**src/rtl/sd_cmd_engine.sv**
```systemverilog
module sd_cmd_engine #(
  parameter int RESP_WIN   = 64,
  parameter int INIT_BURST = 8
) (
  input  logic        clk,
  input  logic        rst,
  input  logic        cclk_en,
  input  logic        reg_wr,
  input  logic [2:0]  reg_addr,
  input  logic [31:0] reg_wdata,
  output logic [31:0] reg_rdata,
  output logic        cmd_o,
  output logic        cmd_oe,
  input  logic        cmd_i,
  input  logic        dat0_i,
  output logic        irq
);
  localparam int CW = $clog2(RESP_WIN + 136 + 16 * INIT_BURST);

  typedef enum logic [2:0] {S_IDLE, S_TX, S_WAIT, S_RX, S_BUSY, S_INIT} st_t;

  function automatic logic [6:0] crc7(input logic [39:0] d);
    logic [6:0] c;
    logic fb;
    c = '0;
    for (int i = 39; i >= 0; i--) begin
      fb = d[i] ^ c[6];
      c  = {c[5:0], 1'b0} ^ (fb ? 7'h09 : 7'h00);
    end
    return c;
  endfunction

  st_t           state;
  logic [31:0]   ctrl_q, arg_q, resp0, resp1, resp2, resp3;
  logic [5:0]    opc_q;
  logic          busy, te_flag, te_en, noresp, crc_err;
  logic [47:0]   txsh;
  logic [135:0]  rx, rx_nxt;
  logic [CW-1:0] cnt;
  logic [3:0]    mode;
  logic          has_resp, is_long;
  logic [7:0]    rlen;

  assign mode     = ctrl_q[3:0];
  assign has_resp = (mode == 4'd1) || (mode == 4'd2) || (mode == 4'd3);
  assign is_long  = (mode == 4'd2);
  assign rlen     = is_long ? 8'd136 : 8'd48;
  assign rx_nxt   = {rx[134:0], cmd_i};
  assign irq      = te_flag & te_en;

  always_comb begin
    case (reg_addr)
      3'd0:    reg_rdata = {ctrl_q[31:8], busy, ctrl_q[6:0]};
      3'd1:    reg_rdata = {25'd0, te_en, te_flag, noresp, 3'd0, crc_err};
      3'd2:    reg_rdata = arg_q;
      3'd3:    reg_rdata = {26'd0, opc_q};
      3'd4:    reg_rdata = resp0;
      3'd5:    reg_rdata = resp1;
      3'd6:    reg_rdata = resp2;
      default: reg_rdata = resp3;
    endcase
  end

  always_ff @(posedge clk) begin
    if (rst) begin
      state <= S_IDLE; ctrl_q <= '0; arg_q <= '0; opc_q <= '0;
      resp0 <= '0; resp1 <= '0; resp2 <= '0; resp3 <= '0;
      busy <= 1'b0; te_flag <= 1'b0; te_en <= 1'b0; noresp <= 1'b0; crc_err <= 1'b0;
      txsh <= '0; rx <= '0; cnt <= '0; cmd_o <= 1'b1; cmd_oe <= 1'b0;
    end else begin
      if (reg_wr) begin
        case (reg_addr)
          3'd0: if (!busy) begin
            ctrl_q <= reg_wdata;
            if (reg_wdata[7]) begin
              busy <= 1'b1; noresp <= 1'b0; crc_err <= 1'b0;
              if (reg_wdata[3:0] == 4'd8) begin
                state <= S_INIT;
                cnt   <= CW'(reg_wdata[11:8]) * CW'(INIT_BURST);
              end else begin
                state <= S_TX;
                cnt   <= '0;
                txsh  <= {2'b01, opc_q, arg_q, crc7({2'b01, opc_q, arg_q}), 1'b1};
              end
            end
          end
          3'd1: begin
            te_en <= reg_wdata[6];
            if (reg_wdata[5]) te_flag <= 1'b0;
            if (reg_wdata[4]) noresp  <= 1'b0;
            if (reg_wdata[0]) crc_err <= 1'b0;
          end
          3'd2: arg_q <= reg_wdata;
          3'd3: opc_q <= reg_wdata[5:0];
          default: ;
        endcase
      end
      if (cclk_en) begin
        case (state)
          S_TX: begin
            if (cnt < CW'(48)) begin
              cmd_oe <= 1'b1;
              cmd_o  <= txsh[47];
              txsh   <= {txsh[46:0], 1'b0};
              cnt    <= cnt + 1'b1;
            end else begin
              cmd_oe <= 1'b0;
              cmd_o  <= 1'b1;
              cnt    <= '0;
              if (has_resp) state <= S_WAIT;
              else begin state <= S_IDLE; busy <= 1'b0; te_flag <= 1'b1; end
            end
          end
          S_WAIT: begin
            if (!cmd_i) begin
              state <= S_RX;
              rx    <= '0;
              cnt   <= CW'(1);
            end else if (cnt == CW'(RESP_WIN - 1)) begin
              noresp <= 1'b1;
              state  <= S_IDLE; busy <= 1'b0; te_flag <= 1'b1;
            end else cnt <= cnt + 1'b1;
          end
          S_RX: begin
            rx  <= rx_nxt;
            cnt <= cnt + 1'b1;
            if (cnt == CW'(rlen - 8'd1)) begin
              if (is_long) begin
                resp0 <= rx_nxt[127:96]; resp1 <= rx_nxt[95:64];
                resp2 <= rx_nxt[63:32];  resp3 <= rx_nxt[31:0];
              end else begin
                resp0   <= rx_nxt[31:0];
                resp1   <= {16'd0, rx_nxt[47:32]};
                crc_err <= crc7(rx_nxt[47:8]) != rx_nxt[7:1];
              end
              if (mode == 4'd3) state <= S_BUSY;
              else begin state <= S_IDLE; busy <= 1'b0; te_flag <= 1'b1; end
            end
          end
          S_BUSY: if (dat0_i) begin state <= S_IDLE; busy <= 1'b0; te_flag <= 1'b1; end
          S_INIT: begin
            if (cnt <= CW'(1)) begin state <= S_IDLE; busy <= 1'b0; te_flag <= 1'b1; end
            else cnt <= cnt - 1'b1;
          end
          default: ;
        endcase
      end
    end
  end

  a_r2_start_bit_low: assert property (@(posedge clk) disable iff (rst)
    $rose(cmd_oe) |-> !cmd_o);
  a_r3_end_sets_flag: assert property (@(posedge clk) disable iff (rst)
    $fell(busy) |-> te_flag);
  a_r8_noresp_from_wait: assert property (@(posedge clk) disable iff (rst)
    $rose(noresp) |-> $past(state) == S_WAIT);
  a_r9_hold_while_dat0_low: assert property (@(posedge clk) disable iff (rst)
    (state == S_BUSY && !dat0_i) |=> busy);
  a_r10_init_never_drives: assert property (@(posedge clk) disable iff (rst)
    (state == S_INIT) |-> !cmd_oe);
endmodule

```
**config.mk**
```make
export PLATFORM = sky130hd
export DESIGN_NAME = sd_cmd_engine
export DESIGN_NICKNAME = d
export VERILOG_FILES = /design/src/rtl/sd_cmd_engine.sv
export SDC_FILE = /design/constraint.sdc
export NUM_CORES = 1
export LEC_CHECK = 0
export BUFFER_PORTS_ARGS = -buffer_cell sky130_fd_sc_hd__buf_2
export CAP_MARGIN = 40
export CELL_PAD_IN_SITES_DETAIL_PLACEMENT = 1
export CELL_PAD_IN_SITES_GLOBAL_PLACEMENT = 2
export CORE_MARGIN = 2
export CORE_UTILIZATION = 35
export CTS_BUF_LIST = sky130_fd_sc_hd__clkbuf_4 sky130_fd_sc_hd__clkbuf_8 sky130_fd_sc_hd__clkbuf_16
export CTS_CLUSTER_SIZE = 30
export DETAILED_ROUTE_END_ITERATION = 8
export PLACE_DENSITY_LB_ADDON = 0.2
export SLEW_MARGIN = 10
export SYNTH_ARGS = -nofsm -noshare
export SYNTH_HDL_FRONTEND = slang
export SYNTH_SLANG_ARGS = --single-unit
```
**constraint.sdc**
```tcl
create_clock -name clk -period 2.6 [get_ports clk]
set_clock_uncertainty 0.1 [all_clocks]
set_input_delay 0.52 -clock clk [delete_from_list [all_inputs] [get_ports clk]]
set_output_delay 0.52 -clock clk [all_outputs]
set_load 0.01 [all_outputs]
```
* After elaboration in Yosys (flattened, before gate mapping)
Index checks and enable logic that the tools add are counted.
** Operators by class
- Add/sub/neg operators :: 3
- Order comparisons :: 2
- Equality and inequality tests :: 19
- Muxes and demuxes :: 165
- Bitwise logic cells :: 155
- Reductions and logical operators :: 12
** Operators by type and width (number)
- $xor A7 B4 Y7 :: 73
- $mux W48 :: 8
- $mux W4 :: 78
- $pmux W127 S2 :: 1
- $pmux W32 S7 :: 1
- $mux W127 :: 1
- $mux W9 :: 9
- $xor A1 B1 Y1 :: 71
- $mux W32 :: 2
- $mux W1 :: 43
- $mux W3 :: 13
- $pmux W9 S4 :: 1
- $eq A3 B3 Y1 const B :: 5
- $pmux W3 S5 :: 1
- $eq A3 B2 Y1 const B :: 4
- $xor A6 B4 Y6 :: 2
- $pmux W1 S5 :: 2
- $add A9 B1 Y9 const B :: 1
- $eq A9 B6 Y1 const B :: 1
- $eq A9 B9 Y1 :: 1
- $le A9 B1 Y1 const B :: 1
- $lt A9 B6 Y1 const B :: 1
- $reduce_and A3 Y1 :: 3
- $sub A8 B1 Y9 const B :: 1
- 21 further kinds :: 32
** Storage, ports and cells
- Flip-flop bits (word level) :: 392
- Input bits :: 41
- Output and inout bits :: 35

* Longest topological paths before layout
Gate-level depths: netlist (run 1).
- Word-level depth :: 118
- Depth in mapped cells :: 10

* Least setup slack after synthesis (run 1)
OpenSTA, ideal clock, no wires.
- Path type :: input port to output port
- Start :: in reg_addr[2]
- End :: out reg_rdata[15]
- Arrival :: 2.213 ns
- Data required time :: 1.980 ns
- Path slack :: -0.233 ns
- Cell stages on the path :: 6
- Path buffers :: 3
- Path through :: clkbuf_1 clkbuf_1 clkbuf_1 mux4_2 nand2_1 o21ai_0
** Between the ends
- Longest elaborated chain between the ends :: 2
- Elaborated cells between the ends (all ways) :: 8
- Those cells by class :: eq/ne: 6; mux: 1; reduce/logical: 1
** RTL lines
- start, declared :: RTL line 9 : input logic [2:0] reg_addr,
- $eq A3 B3 Y1, or another cell as far along :: RTL line 52 : case (reg_addr)
- $pmux W32 S7 * :: RTL line 52
- end, declared :: RTL line 11 : output logic [31:0] reg_rdata,
Every way passes the cells marked *; elsewhere a longest branch is shown, timed or not.

* Worst setup path after layout (run 1)
- Start :: reg opc_q[3]
- End :: out reg_rdata[3]
** Between the ends
- Longest elaborated chain between the ends :: 1
** RTL lines
- start, declared :: RTL line 35 : logic [5:0] opc_q;
- start signal, assigned :: RTL line 94 : 3'd3: opc_q <= reg_wdata[5:0];
- $pmux W32 S7 :: RTL line 52
Every way passes these cells.

==> impl_results.md, run 1 <==
- XOR/XNOR share of the synthesized area: between 8 and 9%
- Chip height: 232 µm
- Post-DP HPWL: between 40000 and 50000 µm
- EDFF count, synth: 0
- Leakage power: between 7 and 8 nW
- Clock Sink Count: 391
- Largest net degree at the start of global routing: 85
- Layout Nets: roughly 2300
- Crit path DAT: between 1500 and 2000 ps
- Sequential share of power: 45.8%
- Combinational power share: ~6.3%
- Max Slew Vio Count: 0
- Ys async rst share: 0%
- Synth Area in Compound Gates: 17.9%
- Setup TNS: 0 ps
- Worst vdd ir: 0.467 mV
- Switching pwr: approximately 0.0031 W
- Clock Power Share: 47.9%
- HP Class: in2reg
- Register area share after synthesis: 43.0%
- Avg WL per Cell: 21.9 µm
- Post-Synth Simple-Gate Area: between 10% and 20%
- Core area: 0.0514 mm²
- CTS Buffer Depth: 3
- Root buf cell: clkbuf_16
- Initial antenna violation count: 1
- Synth top cells by count: nand2_1 (426), dfxtp_1 (391), nor2_1 (257)
- CP required: a little under 2000 ps
- Clock Latency Late Sink: 580 ps
- P_int: between 0.01 and 0.015 W
- Net Sw Frac: approximately a quarter
- Detail Route Antenna Nets: 0
- Count leader, synth: nand2_1
- Num CTS Buffers: 46
- Adder-cell area share of the yosys netlist: less than 1%
- #FFs+latches synth: 391
- Worst hold slack: 107 ps
- Synth Instances: ~2100
- Post-synthesis mux area share: 9.00%
- Die X: 232 µm
- Period utilisation layout: between 90% and 100%
- H-tree levels: 2
- All-layer global routing usage: 23.7%
- Vias: 15800
- CTS tree: yes
- IO Count: 76
- First drt pass iteration count: 5
- PortBufs: 75
- Setup Crit Path Kind: reg2out
- Top_reg_cell synth: dfxtp_1
- Dominant cells by area after synthesis: dfxtp_1 (43%), nand2_1 (8.8%), a22oi_1 (5.4%), nor2_1 (5.3%), a21oi_1 (4.9%)
- Die area: 0.0539 mm²
- Setup-failing EPs final: 0
- Worst Path Max Fanout: 4
- Final Hold Viols: 0
- Synthesis-to-finish area growth: 20.4%
- Worst setup EP type: output pin
- Tmin final: between 2000 and 3000 ps
- First-pass GRT wire length: 98900 µm
- CP Launch Type: flop
- Largest family of logic cells by synthesized area: compound AO/OA/AOI/OAI gates
- Post-synth cell types: 61
- Worst setup margin: around 45 ps
- Iteration-0 DRC Markers: 1021
- Final WL: 63800 µm
- DP Worst Slack: 5.08 ps
- Yosys top cell by area: dfxtp_1
- Clk pin slew, worst setup/hold paths: 60 ps
- Syn Nets: 2157
- Synthesized area: 0.0182 mm²
- Post-synth top area share: between 40 and 50%
- GRT overflow: 0
- Via/cell ratio: 5.41
- Status: finished, final reports clean
- Max Freq: 0.391 GHz
- DRC: 0
- DP Area: slightly above 0.02 mm²
- Syn Area/Cell: 8.62 µm²
- Slew headroom: approximately half
- Fin area: 0.0219 mm²
- RSZ-0062 raised after global routing: true
- Final RePlAce weighted congestion: between 0.8 and 0.9
- Synth Warn #: 0
- Power density cells: 605 mW/mm²
- Max Cap Violations: 0
- Layout cell share with drive strength beyond 1: 17.9%
- Worst slew pin tran: approximately 730 ps
- Initial core utilization: approximately 35%
- Placement Rows: 83
- Vias in the first global route: 16100
[cells by family after synthesis]
kind of cell / Yosys count
compound gates: 498
xor+xnor: 129
fa+ha+maj: 3
buf+inv: 197
flops: 391
mux: 122
simple gates: 773
[power groups by stage]
stage | sequential, W | combinational [W] | clock, W
2_1_floorplan | 0.00618 | 0.000520 | 0
3_3_place_gp | 0.00620 | 0.000824 | 0
3_5_place_dp | 0.00620 | 0.000834 | 0
4_1_cts | 0.00607 | 0.000841 | 0.00653
5_1_grt | 0.00607 | 0.000899 | 0.00675
6_report | 0.00607 | 0.000839 | 0.00636
[stage by stage]
stage | util, % | total power [W] | std cells
floorplan | - | 0.00670 | 2113
CTS | 42.5 | 0.0134 | 2915
finish | 42.7 | 0.0133 | 2918
global placement | 39.5 | 0.00703 | 2835
detailed placement | 39.5 | 0.00704 | 2836
global route | 42.7 | 0.0137 | 2917
[flip-flops by register name, indices dropped and copies added (netlist names)]
| signal | flops |
|---|---|
| rx | 127 |
| txsh | 48 |
| resp0 | 32 |
| resp3 | 32 |
| crc_err | 1 |
| opc_q | 6 |
| resp1 | 32 |
| noresp | 1 |
| cmd_oe | 1 |
| te_flag | 1 |
| cnt | 9 |
| resp2 | 32 |
| arg_q | 32 |
| cmd_o | 1 |
| ctrl_q | 31 |
| state | 3 |
| busy | 1 |
| te_en | 1 |
[layout make-up]
class                   count  area (µm²)
clock buffers              67        1380
multi-input cells        1525        9790
clock inverters            11        87.6
repair buffers            237        1960
inverters                   6        22.5
flip-flops and latches    391        7840
well taps                 680         851
fillers                  5984       29500
diodes                      1        2.50
[worst max-delay path, cell delays in order, from the launching register on]
cell and delay (ps):
dfxtp_2 330, buf_6 130, mux4_2 480, mux2_4 290, buf_6 120
[path summary, 6_finish.rpt]
kind / to / cells after the start / start / slack (ps)
hold reg to reg: resp3[23] / 2 / resp3[23] / 350
hold / removal: arg_q[26] / 3 / reg_wdata[26] / 110
setup reg to reg: txsh[5] / 7 / arg_q[26] / 90
setup / recovery: reg_rdata[3] / 4 / opc_q[3] / 50
[layer usage]
metal	vias up	wire length, µm	global-route usage (%)
met3	68	1880	2.64
met4	0	1210	5.91
met2	232	29100	37.6
met1	7922	31600	34.2
met5	-	0	0
li1	7572	-	-
[repair_timing]
| item | CTS | global route |
|---|---|---|
| buffers inserted | 3 | 3 |
| setup endpoints to repair | 10 | 63 |
| hold buffers | 0 | 0 |
| gates resized for setup | 23 | 22 |
| pin swaps | 4 | 6 |
[layout by cell type (no fill, tap or decap), types with 5 or more instances in the layout]
cell type and n:
buf_4 132, dfxtp_2 10, a22oi_1 130, nand2_1 421
buf_12 27, dfxtp_1 380, clkbuf_16 47, a31oi_1 7
nor3_1 9, xor2_1 15, xnor3_1 27, buf_2 72
or3_1 5, clkbuf_4 12, mux4_2 33, clkbuf_8 8
clkinv_2 8, o22ai_1 5, mux2i_1 85, nand3_1 34
xnor2_2 7, inv_1 5, o21ai_1 8, a211oi_1 50
a221oi_1 5, nor2_1 256, o211ai_1 6, a21oi_1 175
and3_1 5, a311oi_1 40, nand2_2 5, o21ai_0 34
buf_6 5, a21boi_0 5, xnor2_1 71
Note: power is estimated with default switching activity, not from simulation.
==> inputs of run 2 (changes only) <==
--- a/config.mk
+++ b/config.mk
@@ -5,15 +5,15 @@
 export SDC_FILE = /design/constraint.sdc
 export NUM_CORES = 1
 export LEC_CHECK = 0
-export BUFFER_PORTS_ARGS = -buffer_cell sky130_fd_sc_hd__buf_2
 export CAP_MARGIN = 40
 export CELL_PAD_IN_SITES_DETAIL_PLACEMENT = 1
 export CELL_PAD_IN_SITES_GLOBAL_PLACEMENT = 2
 export CORE_MARGIN = 2
-export CORE_UTILIZATION = 35
+export CORE_UTILIZATION = 36
 export CTS_BUF_LIST = sky130_fd_sc_hd__clkbuf_4 sky130_fd_sc_hd__clkbuf_8 sky130_fd_sc_hd__clkbuf_16
 export CTS_CLUSTER_SIZE = 30
 export DETAILED_ROUTE_END_ITERATION = 8
+export DONT_BUFFER_PORTS = 1
 export PLACE_DENSITY_LB_ADDON = 0.2
 export SLEW_MARGIN = 10
 export SYNTH_ARGS = -nofsm -noshare
==> run 2 against run 1 <==
First-iteration DRC count grew 2.4%. Final cell count grew 0.82%. Combinational power shrank 17%.
==> impl_results.md, run 2 (same netlist as run 1, synthesis figures left out) <==
- Hold depth: 2
- Vias: 16000
- Slew headroom: 49.1%
- Worst reg-to-reg path cell count: 7
- Crit path DAT: 1940 ps
- Vias in the first global route: 16200
- Critical Path, Cell by Cell: buf_4 > mux4_2 > nand2_4 > o21ai_1 > buf_4
- Iteration-0 DRC Markers: 1045
- Die area: 0.0524 mm²
- Clock Sink Count: 391
- Via/cell ratio: 5.45
- Final RePlAce weighted congestion: approximately 0.85
- Largest register FFs: 127
- PortBufs: 0
- Initial core utilization: 36.4%
- First-pass GRT wire length: 100000 µm
- CTS Buffer Depth: 3
- First drt pass iteration count: 4
- CP Launch Type: flop
- Worst Hold Launch: cmd_i
- Final Hold Viols: 0
- Chip height: 229 µm
- Most frequent cells in the layout: nand2_1 (422), dfxtp_1 (382), nor2_1 (256)
- Most common cell after layout, fill and taps aside: nand2_1
- Placement Rows: 82
- Detail Route Antenna Nets: 0
- Setup Crit Path Kind: reg2out
- GRT overflow: 0
- DRC: 0
- Initial antenna violation count: 3
- WL met2: 30400 µm
- DP Area: 0.0195 mm²
- HP Class: in2reg
- CP required: 1980 ps
- Ant diodes: 0
- Worst Path Max Fanout: 3
- Crit path top cell by count: buf_4
- Max Cap Violations: 0
- Max layer used: met5
- Largest Register: rx
- Clk pin slew, worst setup/hold paths: 60 ps
- Layout Nets: 2278
- Leakage power: between 8 and 9 nW
- Slowest stage cell, crit path: mux4_2
- Clock Latency Late Sink: 590 ps
- Fin area: 0.0226 mm²
- Final WL: about 65000 µm
- Tmin final: 2560 ps
- Setup TNS: 0 ps
- Layout cell share with drive strength beyond 1: 13.7%
- Worst path max stage delay: 480 ps
- Root buf cell: clkbuf_16
- Synthesis-to-finish area growth: 24.2%
- Post-DP HPWL: 42400 µm
- Worst R2R End: crc_err
- Power density cells: 600 mW/mm²
- Core area: between 0.05 and 0.06 mm²
- Met1 WL: 30800 µm
- Largest regs: rx x127, txsh x48
- WL met3: 2740 µm
- Die X: 229 µm
- Worst slew pin tran: ~760 ps
- Max Freq: around 0.39 GHz
- Num CTS Buffers: 46
- All-layer global routing usage: 24.3%
- Setup-failing EPs final: 0
- Layout Cells excl Fill: between 2000 and 3000
- Worst vdd ir: between 0.5 and 0.6 mV
- CTS tree: yes
- Hold Path End: rx[0]
- IO Count: 76
- H-tree levels: 2
- Max Slew Vio Count: 0
- Status: finished, final reports clean
- Worst setup EP type: output pin
- Avg WL per Cell: ~22 µm
- Period utilisation layout: 98.3%
- Placed cells: 2724
- Reg2reg setup slack: roughly 70 ps
- Core Util, Final: between 40% and 50%
- Critical R2R Launch: rx[37]
- Largest net degree at the start of global routing: 392
run 2: worst max-delay path by stage:
| stage | startpoint | end | slack [ps] | cells after the start |
|---|---|---|---|---|
| global placement | rx[24] | crc_err | 70 | 7 |
| detailed placement | rx[29] | crc_err | 80 | 7 |
| floorplan | cnt[1] | resp2[3] | 60 | 9 |
| CTS | opc_q[2] | reg_rdata[2] | -6 | 7 |
| finish | arg_q[30] | reg_rdata[30] | 40 | 5 |
| global route | opc_q[3] | txsh[2] | -20 | 7 |
run 2: report_power, final:
group	internal [W]	switching, W	total (W)
sequential	0.00603	0.0000373	0.00607
clock	0.00411	0.00271	0.00683
combinational	0.000349	0.000346	0.000694
run 2: routing by layer:
metal / vias up / track usage (%)
met5: - / 0
met4: 6 / 4.99
met3: 84 / 3.98
met2: 250 / 39.9
met1: 8066 / 33.8
li1: 7626 / -
run 2: timing repair:
action / CTS / global route
endpoints found under the hold margin: 369 / 119
gates resized for setup: 8 / 36
pin swaps: 1 / 5
hold buffers: 119 / 8
setup endpoints to repair: 5 / 43
buffers inserted: 0 / 7
run 2: final cells by class:
class / count / area (µm²)
well taps: 672 / 841
clock inverters: 18 / 218
inverters: 6 / 22.5
flip-flops and latches: 391 / 7840
fillers: 5847 / 27400
repair buffers: 264 / 2530
clock buffers: 66 / 1390
multi-input cells: 1525 / 9800
run 2: critical path: cells and delay by family, from the launching register on:
kind / cells / cell delay [ps]
AO/OA/AOI/OAI: 1 / 110
buffers and inverters: 2 / 330
flip-flops: 1 / 330
multiplexers: 1 / 480
AND/OR/NAND/NOR: 1 / 100
run 2: through the flow:
step / power [W] / hold WS (ps) / setup WS, ps
3_3_place_gp: 0.00671 / 332 / 70.1
2_1_floorplan: 0.00670 / 328 / 64.0
6_report: 0.0136 / 32.1 / 43.9
4_1_cts: 0.0136 / -106 / -6.10
3_5_place_dp: 0.00672 / 342 / 76.2
5_1_grt: 0.0140 / 27.3 / -20.8
